$ cat config.mk
export PLATFORM = sky130hd
export DESIGN_NAME = stepAttnProgrammer
export DESIGN_NICKNAME = d
export VERILOG_FILES = /design/src/rtl/stepAttnPkg.sv /design/src/rtl/stepAttnSequencer.sv /design/src/rtl/stepAttnShifter.sv /design/src/rtl/stepAttnProgrammer.sv
export SDC_FILE = /design/constraint.sdc
export NUM_CORES = 1
export LEC_CHECK = 0
export ABC_AREA = 0
export BUFFER_PORTS_ARGS = -buffer_cell sky130_fd_sc_hd__buf_2
export CORE_UTILIZATION = 40
export CTS_CLUSTER_DIAMETER = 100
export DETAILED_ROUTE_END_ITERATION = 12
export PLACE_DENSITY = 0.6
export SLEW_MARGIN = 20
export SYNTH_ARGS = -nofsm -noshare
export SYNTH_HDL_FRONTEND = slang
export SYNTH_HIERARCHICAL = 1
export SYNTH_SLANG_ARGS = --single-unit
$ cat constraint.sdc
create_clock -name clk -period 2.4 [get_ports clk]
set_input_delay 0.24 -clock clk [delete_from_list [all_inputs] [get_ports clk]]
set_output_delay 0.24 -clock clk [all_outputs]
set_load 0.1 [all_outputs]
$ cat src/rtl/stepAttnPkg.sv
package stepAttnPkg;

  typedef enum logic [2:0] {
    ST_IDLE,
    ST_LOW,
    ST_HIGH,
    ST_LESU,
    ST_LEHI
  } seqState_t;

  // one-cycle commands from the sequencer to the shift datapath
  typedef struct packed {
    logic load;
    logic shift;
    logic clkRise;
    logic clkFall;
    logic latchOn;
    logic latchOff;
  } seqStrobe_t;

  function automatic int ceilDiv(input int num, input int den);
    return (num + den - 1) / den;
  endfunction

  function automatic int maxOf(input int a, input int b);
    return (a > b) ? a : b;
  endfunction

endpackage

$ cat src/rtl/stepAttnSequencer.sv
module stepAttnSequencer
  import stepAttnPkg::*;
#(
  parameter int WIDTH    = 6,
  parameter int HALF_CYC = 5,
  parameter int LESU_CYC = 1,
  parameter int LEPW_CYC = 3,
  parameter int GAP_CYC  = 63
) (
  input  logic       clk,
  input  logic       rstN,
  input  logic       reqValid,
  output logic       reqReady,
  output seqStrobe_t strobe
);

  localparam int TMR_MAX = maxOf(maxOf(HALF_CYC, LESU_CYC), LEPW_CYC);
  localparam int TMR_W   = $clog2(TMR_MAX + 1);
  localparam int BIT_W   = $clog2(WIDTH + 1);
  localparam int GAP_W   = $clog2(GAP_CYC + 1);

  seqState_t          state;
  logic [TMR_W-1:0]   tmr;
  logic [BIT_W-1:0]   bitCnt;
  logic [GAP_W-1:0]   gapCnt;
  logic               tmrDone;

  assign tmrDone  = (tmr == '0);
  assign reqReady = (state == ST_IDLE) && (gapCnt == '0);

  always_comb begin
    strobe          = '0;
    strobe.load     = (state == ST_IDLE) && reqValid && reqReady;
    strobe.clkRise  = (state == ST_LOW)  && tmrDone;
    strobe.clkFall  = (state == ST_HIGH) && tmrDone;
    strobe.shift    = strobe.clkFall && (bitCnt != '0);
    strobe.latchOn  = (state == ST_LESU) && tmrDone;
    strobe.latchOff = (state == ST_LEHI) && tmrDone;
  end

  always_ff @(posedge clk) begin
    if (!rstN) begin
      state  <= ST_IDLE;
      tmr    <= '0;
      bitCnt <= '0;
      gapCnt <= '0;
    end else begin
      if (gapCnt != '0) gapCnt <= gapCnt - 1'b1;
      if (!tmrDone) tmr <= tmr - 1'b1;
      case (state)
        ST_IDLE: begin
          if (strobe.load) begin
            state  <= ST_LOW;
            tmr    <= TMR_W'(HALF_CYC - 1);
            bitCnt <= BIT_W'(WIDTH - 1);
          end
        end
        ST_LOW: begin
          if (tmrDone) begin
            state <= ST_HIGH;
            tmr   <= TMR_W'(HALF_CYC - 1);
          end
        end
        ST_HIGH: begin
          if (tmrDone) begin
            if (bitCnt == '0) begin
              state <= ST_LESU;
              tmr   <= TMR_W'(LESU_CYC - 1);
            end else begin
              state  <= ST_LOW;
              tmr    <= TMR_W'(HALF_CYC - 1);
              bitCnt <= bitCnt - 1'b1;
            end
          end
        end
        ST_LESU: begin
          if (tmrDone) begin
            state  <= ST_LEHI;
            tmr    <= TMR_W'(LEPW_CYC - 1);
            gapCnt <= GAP_W'(GAP_CYC - 1);
          end
        end
        ST_LEHI: begin
          if (tmrDone) state <= ST_IDLE;
        end
        default: state <= ST_IDLE;
      endcase
    end
  end

endmodule

$ cat src/rtl/stepAttnShifter.sv
module stepAttnShifter
  import stepAttnPkg::*;
#(
  parameter int WIDTH = 6
) (
  input  logic             clk,
  input  logic             rstN,
  input  seqStrobe_t       strobe,
  input  logic [WIDTH-1:0] reqSteps,
  output logic             serClk,
  output logic             serData,
  output logic             latchEn,
  output logic             done
);

  logic [WIDTH-1:0] switchCode;
  logic [WIDTH-1:0] shiftReg;

  // each switch is active low: a set step bit opens its stage
  for (genvar i = 0; i < WIDTH; i++) begin : g_invert
    assign switchCode[i] = ~reqSteps[i];
  end

  always_ff @(posedge clk) begin
    if (!rstN) begin
      shiftReg <= '0;
      serClk   <= 1'b0;
      serData  <= 1'b0;
      latchEn  <= 1'b0;
      done     <= 1'b0;
    end else begin
      if (strobe.load) begin
        shiftReg <= switchCode;
        serData  <= switchCode[WIDTH-1];
      end else if (strobe.shift) begin
        shiftReg <= {shiftReg[WIDTH-2:0], 1'b0};
        serData  <= shiftReg[WIDTH-2];
      end
      if (strobe.clkRise)      serClk <= 1'b1;
      else if (strobe.clkFall) serClk <= 1'b0;
      if (strobe.latchOn)       latchEn <= 1'b1;
      else if (strobe.latchOff) latchEn <= 1'b0;
      done <= strobe.latchOff;
    end
  end

endmodule

$ cat src/rtl/stepAttnProgrammer.sv
module stepAttnProgrammer
  import stepAttnPkg::*;
#(
  parameter int WIDTH          = 6,
  parameter int SYS_PERIOD_NS  = 10,
  parameter int SCLK_PERIOD_NS = 100,
  parameter int DATA_SETUP_NS  = 10,
  parameter int DATA_HOLD_NS   = 10,
  parameter int LE_SETUP_NS    = 10,
  parameter int LE_WIDTH_NS    = 30,
  parameter int LE_GAP_NS      = 630
) (
  input  logic             clk,
  input  logic             rstN,
  input  logic             reqValid,
  input  logic [WIDTH-1:0] reqSteps,
  output logic             reqReady,
  output logic             serClk,
  output logic             serData,
  output logic             latchEn,
  output logic             done
);

  localparam int HALF_CYC = maxOf(maxOf(ceilDiv(SCLK_PERIOD_NS, 2 * SYS_PERIOD_NS), 1),
                                  maxOf(ceilDiv(DATA_SETUP_NS, SYS_PERIOD_NS),
                                        ceilDiv(DATA_HOLD_NS, SYS_PERIOD_NS)));
  localparam int LESU_CYC = maxOf(ceilDiv(LE_SETUP_NS, SYS_PERIOD_NS), 1);
  localparam int LEPW_CYC = maxOf(ceilDiv(LE_WIDTH_NS, SYS_PERIOD_NS), 1);
  localparam int GAP_CYC  = maxOf(ceilDiv(LE_GAP_NS, SYS_PERIOD_NS), 1);

  seqStrobe_t strobe;

  stepAttnSequencer #(
    .WIDTH   (WIDTH),
    .HALF_CYC(HALF_CYC),
    .LESU_CYC(LESU_CYC),
    .LEPW_CYC(LEPW_CYC),
    .GAP_CYC (GAP_CYC)
  ) u_seq (
    .clk     (clk),
    .rstN    (rstN),
    .reqValid(reqValid),
    .reqReady(reqReady),
    .strobe  (strobe)
  );

  stepAttnShifter #(
    .WIDTH(WIDTH)
  ) u_shift (
    .clk     (clk),
    .rstN    (rstN),
    .strobe  (strobe),
    .reqSteps(reqSteps),
    .serClk  (serClk),
    .serData (serData),
    .latchEn (latchEn),
    .done    (done)
  );

endmodule

==> qor.yml <==
antenna_cells: 0
vias: 1023
synth_ff_type: "dfxtp_1"
grt_pass1_wl_um: 4110
crit_chain: "inv_1 > ha_1 > nor2b_4 > inv_4 > or4_4 > clkinvlp_4 > mux2_4 > o211a_1"
synth_cells: 142
worstSkewPairLatency_ps: 300
synth_fp_nets: 157
place_inst: 192
grt_start_max_net_pins: 24
fin_crit_sh_pct: 96.6
antenna_found_initial: 0
status: "finished, final reports clean"
synth_edf_count: 0
yosysUniqueCellTypes: 40
ant_nets: 0
wl_um: 2490
syn-cell-area_um2: 1310
hold_class: "in2reg"
max_freq_ghz: 0.431
finalNonFillerCells: 198
hold_viol: 0
grt.total_usage_pct: 15.4
nNetsFinal: 171
gp_congestion: 0.770
ys_seq_elements: 24
slowest_delay_ps: 570
layout_min_cycle_time_ps: 2320
p_per_area_nw_per_um2: 1380
crit_arrival_ps: 2530
fp.dieH_um: 59.3
drcViolationCount: 0
die-area_um2: 3520
critPathKind: "reg2reg"
io_buffer_count: 13
fin_ws_ps: 81.7
dp_hpwl_um: 1800
setup_viol_count_final: 0
cts_sinks: 24
final_layout_size_suffix_gt1_share_pct: 21.4
grt.overflow.total: 0
num_rows: 20
p_leak_uw: 0.000667
final.setup_skew_ps: 1.17
cts_buffers: 3
pre_cts_ws_ps: 54.1
final_cell_mix: "dfxtp_1 (24), buf_2 (13), nand2_1 (11)"
yosysWarnings: 6
cts-root-buf: "clkbuf_4"
grt_pass1_vias: 960
cts.clk_slew.worst_paths_ps: 120
yosysSeqAreaShare_pct: 36.6
utilization_pct: 46.7
drtPass1Iterations: 5
path_delay_family: "simple AND/OR/NAND/NOR gates"
worst_pin_slew_ps: 586
worstSetupStartpointType: "flip-flop"
core-area_um2: 3080
htreeDepth: 1
avgViaCountPerCell: 5.17
slew_viol_final: 0
fillers: 326
dr.first_iter.drc_count: 37
syn_area_per_cell_um2: 9.25
required_ps: 2610
wire_per_inst_um: 12.6
worstSetupEndpointType: "flip-flop"
crit_slowest_cell: "or4_4"
start_util_pct: 42.7
async_reset_ff_share_pct: 0
cts_tree: "done"
die_w_um: 59.3
max-slew-margin-rel_pct: 60.8
final_common_cell: "dfxtp_1"
cp.buffers_inverters: 3
cap_violations: 0
ios: 14
cts_hold_buf: 0
syn_to_final_growth_pct: 9.33
critPathMaxFanout: 7
cts_buffer_depth: 2
irDropWorstVdd_uv: 520
[worst paths after layout]
check,start,to,slack (ps),cells past startpoint
max,u_seq/tmr[0],u_shift/shiftReg[4],80,8
min,reqSteps[3],u_shift/shiftReg[3],190,3
max reg2reg,u_seq/tmr[0],u_shift/shiftReg[4],80,8
min reg2reg,u_seq/bitCnt[0],u_seq/bitCnt[0],550,2
[per-stage QoR]
step	hold WS [ps]	total power, uW	TNS [ps]	cell area, um^2
final	189	1980	0	1440
after global routing	182	2140	-52.5	1440
after CTS	183	1950	0	1410
after detailed placement	522	1770	0	1390
after global placement	511	1730	0	1390
after floorplan	362	1600	0	1310
[area by class of cell]
type,instances,area (um^2),area share (%)
clock buffer,3,22.5,1.57
sequential,24,480,33.4
inverter,9,40.0,2.79
timing repair buffer,17,95.1,6.62
tap,44,55.1,3.83
multi-input combinational,101,743,51.7
[where the power goes]
| part | internal (uW) | switching, uW | total [uW] | leakage [uW] |
|---|---|---|---|---|
| Sequential | 535 | 97.8 | 633 | 0.000197 |
| Clock | 58.6 | 109 | 167 | 0.0000138 |
| Combinational | 474 | 707 | 1180 | 0.000457 |
| Total | 1070 | 913 | 1980 | 0.000667 |
[layer usage]
metal | GRT usage [%] | up-vias | wire length [um]
met1 | 18.9 | 488 | 1190
met3 | 3.93 | 2 | 55
li1 | - | 522 | -
met5 | 0 | - | 0
met4 | 3.06 | 0 | 19
met2 | 27.0 | 11 | 1230
[Yosys cell counts, types with 4 or more instances]
library cell | instances | area share, %
nor2_1 | 10 | 2.9
clkbuf_1 | 4 | 1.1
o21a_1 | 9 | 5.1
inv_1 | 7 | 2.0
nor3_1 | 4 | 1.5
o211a_1 | 6 | 4.6
nand2b_1 | 7 | 3.3
dfxtp_1 | 24 | 37
nor2b_1 | 6 | 2.9
mux2_4 | 5 | 5.7
nand2_1 | 11 | 3.1
ha_1 | 6 | 5.7
[cell families (layout without fill, tap and decap cells)]
logic type,Yosys count,in the layout,share of synthesized area (%)
AO/OA/AOI/OAI,32,32,18.9
XOR/XNOR,1,1,0.667
adder cells (fa/ha/maj),6,6,5.71
buffers and inverters,17,29,6.86
flip-flops,24,24,36.6
multiplexers,6,6,6.48
AND/OR/NAND/NOR,56,56,24.9
[worst reg2reg max path, stage by stage (launching register included)]
cell and delay (ps):
dfxtp_1 320, inv_1 100, ha_1 200, nor2b_4 250, inv_4 70, or4_4 570
clkinvlp_4 200, mux2_4 320, o211a_1 200
[registers in the layout (all words and copies together) (netlist names)]
register and cells:
u_shift/serClk 1, u_seq/state 3, u_seq/bitCnt 3, u_shift/shiftReg 5, u_seq/gapCnt 6, u_shift/latchEn 1, u_shift/serData 1, u_seq/tmr 3
u_shift/done 1
[timing repair]
item | CTS | global route
resized for setup | 0 | 1
endpoints found under the setup margin | 0 | 5
setup buffers | 0 | 3
No activity file was read; power rests on OpenSTA's default activity.
